$ cat config.mk
export PLATFORM = sky130hd
export DESIGN_NAME = sram_core_bridge
export DESIGN_NICKNAME = d
export VERILOG_FILES = /design/src/rtl/cmb_pkg.sv /design/src/rtl/cmb_sync.sv /design/src/rtl/cmb_seq.sv /design/src/rtl/cmb_sense.sv /design/src/rtl/sram_core_bridge.sv
export SDC_FILE = /design/constraint.sdc
export NUM_CORES = 1
export LEC_CHECK = 0
export ABC_AREA = 1
export ABC_CLOCK_PERIOD_IN_PS = 1700
export BUFFER_PORTS_ARGS = -buffer_cell sky130_fd_sc_hd__buf_2
export CELL_PAD_IN_SITES_DETAIL_PLACEMENT = 1
export CELL_PAD_IN_SITES_GLOBAL_PLACEMENT = 1
export CORE_MARGIN = 2
export CORE_UTILIZATION = 31
export CTS_BUF_LIST = sky130_fd_sc_hd__clkbuf_4 sky130_fd_sc_hd__clkbuf_8 sky130_fd_sc_hd__clkbuf_16
export CTS_CLUSTER_DIAMETER = 100
export CTS_CLUSTER_SIZE = 40
export DETAILED_ROUTE_END_ITERATION = 8
export PLACE_DENSITY = 0.85
export SLEW_MARGIN = 20
export SYNTH_ARGS = -nofsm -noshare
export SYNTH_HDL_FRONTEND = slang
export SYNTH_SLANG_ARGS = --single-unit
$ cat constraint.sdc
create_clock -name clk -period 1.7 [get_ports clk]
set_clock_uncertainty 0.2 [all_clocks]
set_input_delay 0.255 -clock clk [delete_from_list [all_inputs] [get_ports clk]]
set_output_delay 0.255 -clock clk [all_outputs]
set_load 0.02 [all_outputs]
$ cat src/rtl/cmb_pkg.sv
package cmb_pkg;

    localparam int DATA_W = 16;
    localparam int PAR_W  = 2;

    typedef struct packed {
        logic sel;
        logic usage;
        logic rd;
        logic wr;
    } strobe_t;

    typedef struct packed {
        logic [PAR_W-1:0]  par;
        logic [DATA_W-1:0] data;
    } ram_word_t;

    typedef enum logic [2:0] {
        ST_IDLE,
        ST_ARMED,
        ST_SETTLE,
        ST_ACCESS,
        ST_WAIT_WR,
        ST_WRITE,
        ST_HOLD
    } seq_state_e;

    function automatic int max3(input int a, input int b, input int c);
        int m;
        m = (a > b) ? a : b;
        return (m > c) ? m : c;
    endfunction

    // odd parity per byte: byte plus its parity bit holds an odd count of ones
    function automatic ram_word_t pack_word(input logic [DATA_W-1:0] d);
        ram_word_t w;
        w.data   = d;
        w.par[0] = ~^d[7:0];
        w.par[1] = ~^d[15:8];
        return w;
    endfunction

endpackage

$ cat src/rtl/cmb_sync.sv
module cmb_sync #(
    parameter int W = 4
) (
    input  logic         clk,
    input  logic         rst,
    input  logic [W-1:0] d_i,
    output logic [W-1:0] q_o
);

    for (genvar i = 0; i < W; i++) begin : g_bit
        logic meta_q;
        logic stab_q;
        always_ff @(posedge clk) begin
            if (rst) begin
                meta_q <= 1'b0;
                stab_q <= 1'b0;
            end else begin
                meta_q <= d_i[i];
                stab_q <= meta_q;
            end
        end
        assign q_o[i] = stab_q;
    end

endmodule

$ cat src/rtl/cmb_seq.sv
module cmb_seq
    import cmb_pkg::*;
#(
    parameter int ADDR_W     = 12,
    parameter int SETTLE_CYC = 2,
    parameter int ACCESS_CYC = 10,
    parameter int WRITE_CYC  = 10
) (
    input  logic              clk,
    input  logic              rst,
    input  strobe_t           stb_i,
    input  logic [ADDR_W-1:0] addr_i,
    input  logic [DATA_W-1:0] wdata_i,
    output logic              load_o,
    output logic              abort_o,
    output logic              ram_oe_o,
    output logic              ram_we_o,
    output logic [ADDR_W-1:0] ram_addr_o,
    output ram_word_t         ram_word_o
);

    localparam int LONGEST = max3(SETTLE_CYC, ACCESS_CYC, WRITE_CYC);
    localparam int CNT_W   = $clog2(LONGEST + 1);

    seq_state_e        st_q, st_d;
    logic [CNT_W-1:0]  cnt_q, cnt_d;
    logic              active;
    logic              settle_end, access_end, write_end;
    logic [ADDR_W-1:0] addr_q;
    ram_word_t         word_q;
    logic              oe_q, we_q;

    assign active     = stb_i.sel & stb_i.usage;
    assign settle_end = (cnt_q == CNT_W'(SETTLE_CYC - 1));
    assign access_end = (cnt_q == CNT_W'(ACCESS_CYC - 1));
    assign write_end  = (cnt_q == CNT_W'(WRITE_CYC - 1));

    always_comb begin
        st_d    = st_q;
        cnt_d   = cnt_q + 1'b1;
        load_o  = 1'b0;
        abort_o = 1'b0;
        unique case (st_q)
            ST_IDLE: begin
                cnt_d = '0;
                if (active) st_d = ST_ARMED;
            end
            ST_ARMED: begin
                cnt_d = '0;
                if (stb_i.rd) st_d = ST_SETTLE;
            end
            ST_SETTLE: begin
                if (settle_end) begin
                    st_d  = ST_ACCESS;
                    cnt_d = '0;
                end
            end
            ST_ACCESS: begin
                if (access_end) begin
                    st_d   = ST_WAIT_WR;
                    cnt_d  = '0;
                    load_o = 1'b1;
                end
            end
            ST_WAIT_WR: begin
                cnt_d = '0;
                if (stb_i.wr) st_d = ST_WRITE;
            end
            ST_WRITE: begin
                if (write_end) begin
                    st_d  = ST_HOLD;
                    cnt_d = '0;
                end
            end
            ST_HOLD: begin
                cnt_d = '0;
            end
            default: begin
                st_d  = ST_IDLE;
                cnt_d = '0;
            end
        endcase
        // losing select or use ends any open cycle at once
        if (st_q != ST_IDLE && !active) begin
            st_d    = ST_IDLE;
            cnt_d   = '0;
            load_o  = 1'b0;
            abort_o = (st_q != ST_HOLD);
        end
    end

    always_ff @(posedge clk) begin
        if (rst) begin
            st_q   <= ST_IDLE;
            cnt_q  <= '0;
            addr_q <= '0;
            word_q <= '0;
            oe_q   <= 1'b0;
            we_q   <= 1'b0;
        end else begin
            st_q  <= st_d;
            cnt_q <= cnt_d;
            oe_q  <= (st_d == ST_ACCESS);
            we_q  <= (st_d == ST_WRITE);
            if (st_q == ST_IDLE && active) addr_q <= addr_i;
            if (st_q == ST_WAIT_WR && st_d == ST_WRITE) word_q <= pack_word(wdata_i);
        end
    end

    assign ram_oe_o   = oe_q;
    assign ram_we_o   = we_q;
    assign ram_addr_o = addr_q;
    assign ram_word_o = word_q;

endmodule

$ cat src/rtl/cmb_sense.sv
module cmb_sense
    import cmb_pkg::*;
#(
    parameter int PULSE_CYC = 10
) (
    input  logic              clk,
    input  logic              rst,
    input  logic              load_i,
    input  logic              clr_i,
    input  logic [DATA_W-1:0] bits_i,
    output logic [DATA_W-1:0] sense_o
);

    localparam int CW = $clog2(PULSE_CYC + 1);

    logic [CW-1:0]     left_q;
    logic [DATA_W-1:0] sense_q;

    always_ff @(posedge clk) begin
        if (rst || clr_i) begin
            left_q  <= '0;
            sense_q <= '0;
        end else if (load_i) begin
            left_q  <= CW'(PULSE_CYC - 1);
            sense_q <= bits_i;
        end else if (left_q != '0) begin
            left_q  <= left_q - 1'b1;
        end else begin
            sense_q <= '0;
        end
    end

    assign sense_o = sense_q;

endmodule

$ cat src/rtl/sram_core_bridge.sv
module sram_core_bridge
    import cmb_pkg::*;
#(
    parameter int ADDR_W     = 12,
    parameter int SETTLE_CYC = 2,
    parameter int ACCESS_CYC = 10,
    parameter int PULSE_CYC  = 10,
    parameter int WRITE_CYC  = 10
) (
    input  logic                      clk,
    input  logic                      rst,
    input  logic                      cyc_sel_i,
    input  logic                      cyc_use_i,
    input  logic                      cyc_rd_i,
    input  logic                      cyc_wr_i,
    input  logic [ADDR_W-1:0]         cyc_addr_i,
    input  logic [15:0]               cyc_wdata_i,
    output logic [15:0]               sense_o,
    output logic [ADDR_W-1:0]         ram_addr_o,
    output logic [DATA_W+PAR_W-1:0]   ram_wdata_o,
    input  logic [15:0]               ram_rdata_i,
    output logic                      ram_oe_o,
    output logic                      ram_we_o
);

    localparam int N_STB = $bits(strobe_t);

    logic [N_STB-1:0] stb_raw, stb_sync;
    strobe_t          stb_s;
    logic             load, abort;
    ram_word_t        word;

    assign stb_raw = {cyc_sel_i, cyc_use_i, cyc_rd_i, cyc_wr_i};
    assign stb_s   = strobe_t'(stb_sync);

    cmb_sync #(.W(N_STB)) u_sync (
        .clk (clk),
        .rst (rst),
        .d_i (stb_raw),
        .q_o (stb_sync)
    );

    cmb_seq #(
        .ADDR_W     (ADDR_W),
        .SETTLE_CYC (SETTLE_CYC),
        .ACCESS_CYC (ACCESS_CYC),
        .WRITE_CYC  (WRITE_CYC)
    ) u_seq (
        .clk        (clk),
        .rst        (rst),
        .stb_i      (stb_s),
        .addr_i     (cyc_addr_i),
        .wdata_i    (cyc_wdata_i),
        .load_o     (load),
        .abort_o    (abort),
        .ram_oe_o   (ram_oe_o),
        .ram_we_o   (ram_we_o),
        .ram_addr_o (ram_addr_o),
        .ram_word_o (word)
    );

    cmb_sense #(.PULSE_CYC(PULSE_CYC)) u_sense (
        .clk     (clk),
        .rst     (rst),
        .load_i  (load),
        .clr_i   (abort),
        .bits_i  (ram_rdata_i),
        .sense_o (sense_o)
    );

    assign ram_wdata_o = word;

endmodule

==> metrics.yaml, run 1 <==
outcome: "finished with violations"
violations: "negative hold slack, negative setup slack"
setup_ws_ns: -0.135
die_y_um: 100
synth.area.top_cells: "dfxtp_1 47%, nand2_1 9.7%, nor2_1 7.9%"
powerDensity_nw_per_um2: 765
busiest_layer: "met2"
place_area_um2: 3610
whs_ns: -0.000282
drtIter0Drc: 58
relSlewSlack: 0.721
finalSetupViolCount: 18
worstSetupPathType: "flip-flop to flip-flop"
avgRoutedWirePerCell_um: 13.5
grt_overflow: 0
area.growth.synth_to_final_pct: 52.8
total_power_mw: 3.35
firstDrtPassIters: 4
synthFlopType: "dfxtp_1"
design_area_um2: 4380
antenna_found_initial: 0
synth_top_cell_area_share: 0.468
tightest_slew_ns: 0.418
period_needed_ns: 1.83
cp_data_required_time_ns: 1.73
h-tree-depth: 3
fp.coreArea_um2: 9110
via_per_inst: 4.56
root_buffer: "clkbuf_8"
synth.most_common_cell: "nand2_1"
period_share: 1.08
insertion_delay_ns: 0.34
fp-row-count: 35
start_util: 0.315
grtUsageTotal: 0.167
worstPathMaxFanout: 5
ioPinCount: 98
synth.cell_area_um2: 2870
cts_buffers: 9
synthArstFlopShare: 0
grt_pass1_wl_um: 13400
place_congestion: 0.805
clk_pin_slew_worst_paths_ns: 0.08
synth-edff-count: 0
cts.sinks: 67
met2_usage: 0.315
slew_violations: 0
ys_ff_latch: 67
die_x_um: 100
layout-drive-gt1-share: 0.365
fin_nets: 580
place_hpwl_um: 5410
drv_cap: 0
vias: 2932
fin_setup_tns_ns: -1.91
synth_cell_types: 25
met1_usage: 0.179
avgSynthCellArea_um2: 7.50
cts_buffer_depth: 2
fillerInstances: 1148
finalHoldViolations: 1
port_buffers: 97
synth_cells: 382
cts_tree: "yes"
syn_nets: 435
yosys_warnings: 0
yosys.area.top_type: "dfxtp_1"
ir_drop_v: 0.000452
drc_errors: 0
num_antenna_cells: 0
critical_path.endpoint_type: "flip-flop"
grt_max_degree: 32
p_leak_nw: 2.05
ys_seq_area_frac: 0.468
worstPathArrival_ns: 1.86
wl_um: 8690
setup.worst_path.start_class: "flip-flop"
fmax_mhz: 545
hold_class: "input pin to flip-flop"
ys_top_cells_by_count: "74 x nand2_1, 67 x dfxtp_1, 60 x nor2_1"
dieArea_um2: 10000
grt.met3_usage: 0.0334
rsz0062_at_grt: "true"
ant_nets: 0
first_global_vias: 3048
## repair_timing
item                                   CTS  global route
cloned                                   0             4
setup buffers                            0             4
pin swaps                                3            14
hold buffers                            26             0
resized for setup                       16            37
endpoints found under the hold margin   26             0
setup endpoints to repair               36            36
## final timing paths
check | start | end | slack, ns | cells past startpoint
max | u_seq.cnt_q[1] | u_seq.ram_word_o[0] | -0.13 | 12
max reg2reg | u_seq.cnt_q[1] | u_seq.ram_word_o[0] | -0.13 | 12
min | cyc_addr_i[3] | u_seq.ram_addr_o[3] | -0.0003 | 3
min reg2reg | u_sync.g_bit[0].meta_q | u_sync.g_bit[0].stab_q | 0.22 | 2
## area by class of cell
class                   count  area (um2)  share of cell area
clock inverters             6        90.1              0.0206
inverters                  49         190              0.0435
repair buffers            151        1080               0.247
multi-input cells         249        1400               0.319
flip-flops and latches     67        1350               0.308
clock buffers              10         131              0.0300
well taps                 111         139              0.0317
## kinds of logic (layout without fill, tap and decap cells)
group / after synthesis / count (layout) / synth area share
simple gates: 177 / 177 / 0.271
compound gates: 49 / 49 / 0.0856
flops: 67 / 67 / 0.468
xor+xnor: 20 / 20 / 0.0611
fa+ha+maj: 3 / 3 / 0.0131
buf+inv: 66 / 216 / 0.101
## per-stage QoR
stage,utilization,std cells,worst slack (ns)
after floorplan,-,382,-0.00228
after global placement,0.396,593,-0.104
final,0.480,643,-0.135
after CTS,0.455,635,-0.113
after global routing,0.480,643,-0.243
after detailed placement,0.396,593,-0.192
## state kept, by name (all words and copies together), names as in the netlist
register / flops
u_seq.ram_word_o: 18
u_sense.sense_o: 16
u_seq.ram_addr_o: 12
u_sense.left_q: 4
u_seq.cnt_q: 4
u_sync.g_bit.meta_q: 4
u_sync.g_bit.stab_q: 4
u_seq.st_q: 3
u_seq.ram_oe_o: 1
u_seq.ram_we_o: 1
## routing by layer
layer / vias up / part of all wire
met5: - / 0
li1: 1476 / -
met1: 1378 / 0.42
met3: 11 / 0.039
met4: 0 / 0.013
met2: 67 / 0.53
## layout by cell type (no fill, tap or decap), types with 12 or more instances in the layout
master,n
nand3_1,23
nand2_1,55
a21oi_1,23
buf_2,97
o21ai_0,17
inv_1,44
dfxtp_1,63
nor2_1,57
dlygate4sd3_1,26
xnor2_1,12
buf_4,18
nand2_2,18
## critical path: stages (launching register included)
cell       delay [ns]
dfxtp_2          0.33
inv_2            0.06
ha_4             0.14
nand3_4          0.10
nand2_1          0.12
nand2_2          0.08
nor2_4           0.11
nand3_4          0.10
nor2_8           0.17
clkbuf_16        0.18
nand2_2          0.05
nand2_1          0.05
nor2_1           0.04
## report_power, final
| part | switching, mW | internal, mW | total, mW |
|---|---|---|---|
| Clock | 0.634 | 0.845 | 1.48 |
| Sequential | 0.00522 | 1.58 | 1.58 |
| Combinational | 0.144 | 0.142 | 0.286 |
Power figures use the tool's default switching activity.
==> run 2: changes to the inputs <==
Settings changed: CORE_MARGIN 2 to unset, REMOVE_ABC_BUFFERS set to 1, TNS_END_PERCENT set to 100.
==> run 2 against run 1 <==
  * The run ends with design-rule violations, negative hold slack, negative setup slack left
  * Highest routed layer unchanged
  * Sequential cell count is the same
  * Power is 1.3% higher
  * Die area is 4.0% lower
  * Core utilization grew 1.4 points
  * Clock-buffer cell count stayed put
  * Sequential share of layout area up 0.17 points
  * Via count grew 7.1%
  * Critical path depth fell by 2
  * Largest power group unchanged
  * Clock power grew 3%
  * Combinational power grew 3%
  * Fmax down 4.0%
==> metrics.yaml, run 2 (synthesis gave the netlist of run 1 again) <==
worstPathArrival_ns: 2.00
vias: 3141
layout_common_cells: "97 x buf_2, 62 x dfxtp_1, 57 x nand2_1, 56 x nor2_1, 44 x inv_1"
fin_nets: 587
place_congestion: 0.828
cp_common_cell: "nand2_2"
tightest_slew_ns: 0.432
drv_cap: 0
rsz0062_at_grt: "true"
sw_frac_of_total: 0.244
hold_class: "input pin to flip-flop"
critical_path.endpoint_type: "flip-flop"
fmax_mhz: 523
antenna_found_initial: 1
fillerInstances: 1110
grt_max_degree: 25
fp.coreArea_um2: 8850
dieArea_um2: 9630
root_buffer: "clkbuf_8"
fin_cells: 648
die_y_um: 98.1
grtUsageTotal: 0.222
drc_errors: 5
grt_overflow: 0
cts.sinks: 67
setup_ws_ns: -0.212
finalHoldViolations: 3
wl_um: 10700
setup.worst_path.start_class: "flip-flop"
ant_nets: 0
h-tree-depth: 3
pre_cts_ws_ns: -0.207
path_cells: "buf_4 -> nor2_8 -> nand2_2 -> nand2_2 -> nand2_2 -> buf_4 -> clkinv_2 -> bufbuf_16 -> nand2_1 -> a21oi_2"
whs_ns: -0.0103
cp_data_required_time_ns: 1.79
powerDensity_nw_per_um2: 776
share_comb_of_total_power: 0.087
design_area_um2: 4370
start_util: 0.324
ir_drop_v: 0.000391
firstDrtPassIters: 8
cts_buffers: 9
insertion_delay_ns: 0.35
die_x_um: 98.1
fin_setup_tns_ns: -5.31
layout-drive-gt1-share: 0.375
place_hpwl_um: 5840
clk_pin_slew_worst_paths_ns: 0.08
p_sw_uw: 828
place_area_um2: 3610
largest_register_ffs: 18
seqPwrFrac: 0.466
period_share: 1.12
grt_pass1_wl_um: 16800
first_global_vias: 3471
cpPeakStageDelay_ns: 0.38
area.growth.synth_to_final_pct: 52.6
cts_buffer_depth: 2
relSlewSlack: 0.710
avgRoutedWirePerCell_um: 16.6
drtIter0Drc: 140
p_clk_frac: 0.447
cts_tree: "yes"
worstPathMaxFanout: 12
slew_violations: 0
dp_cells: 597
outcome: "finished with violations"
worstSetupPathType: "flip-flop to flip-flop"
rrSetupSlack_ns: -0.21
finalSetupViolCount: 36
cp_slowest_cell: "dfxtp_4"
internal-power_mw: 2.57
fp-row-count: 34
layout_commonest_cell: "buf_2"
via_per_inst: 4.85
p_leak_nw: 2.06
violations: "design-rule violations, negative hold slack, negative setup slack"
port_buffers: 97
ioPinCount: 98
period_needed_ns: 1.91
==> run 2: metal layers <==
metal / global-route usage / up-vias / wire [um]
met4: 0.127 / 0 / 387
met5: 0 / - / 0
met1: 0.230 / 1529 / 4120
met2: 0.420 / 97 / 5830
li1: - / 1483 / -
met3: 0.0358 / 32 / 399
==> run 2: worst paths after layout <==
| kind | startpoint | endpoint | cells past startpoint |
|---|---|---|---|
| worst max-delay path | u_seq.st_q[1] | u_sense.sense_o[6] | 10 |
| worst min-delay path | cyc_addr_i[4] | u_seq.ram_addr_o[4] | 3 |
| worst max register to register | u_seq.st_q[1] | u_sense.sense_o[6] | 10 |
| worst min register to register | u_sync.g_bit[1].meta_q | u_sync.g_bit[1].stab_q | 2 |
==> run 2: per-stage QoR <==
step / total power, mW / utilization / hold slack (ns)
6_report: 3.39 / 0.494 / -0.0103
5_1_grt: 3.53 / 0.494 / 0.00531
4_1_cts: 3.37 / 0.482 / 0.000105
3_5_place_dp: 1.85 / 0.408 / 0.196
3_3_place_gp: 1.84 / 0.408 / 0.192
2_1_floorplan: 1.74 / - / 0.124
==> run 2: cell type report <==
cell class                 instances  area [um2]  share of cell area
antenna                            1        2.50            0.000572
clock buffer                      10         131              0.0300
clock inverter                     6        90.1              0.0206
inverter                          49         190              0.0435
multi-input combinational        249        1370               0.313
sequential                        67        1360               0.310
tap                              108         135              0.0309
timing repair buffer             157        1090               0.250
timing repair inverter             1        7.51             0.00172
==> run 2: critical path, delay by kind of cell (launching register included) <==
| kind | cells | cell delay [ns] |
|---|---|---|
| buffers and inverters | 4 | 0.71 |
| AND/OR/NAND/NOR | 5 | 0.42 |
| flip-flops | 1 | 0.38 |
| AO/OA/AOI/OAI | 1 | 0.16 |
==> run 2: what timing repair did <==
| item | in CTS | in global routing |
|---|---|---|
| setup buffers | 5 | 3 |
| setup endpoints to repair | 39 | 44 |
| pin swaps | 10 | 11 |
| cloned | 3 | 2 |
| resized for setup | 27 | 39 |
| hold endpoints to repair | 24 | 1 |
| hold buffers | 24 | 1 |
==> run 2: power groups by stage <==
stage	combinational, mW	clock [mW]	sequential [mW]
4_1_cts	0.275	1.51	1.58
6_report	0.296	1.52	1.58
2_1_floorplan	0.116	0	1.63
5_1_grt	0.327	1.62	1.58
3_5_place_dp	0.227	0	1.62
3_3_place_gp	0.217	0	1.62
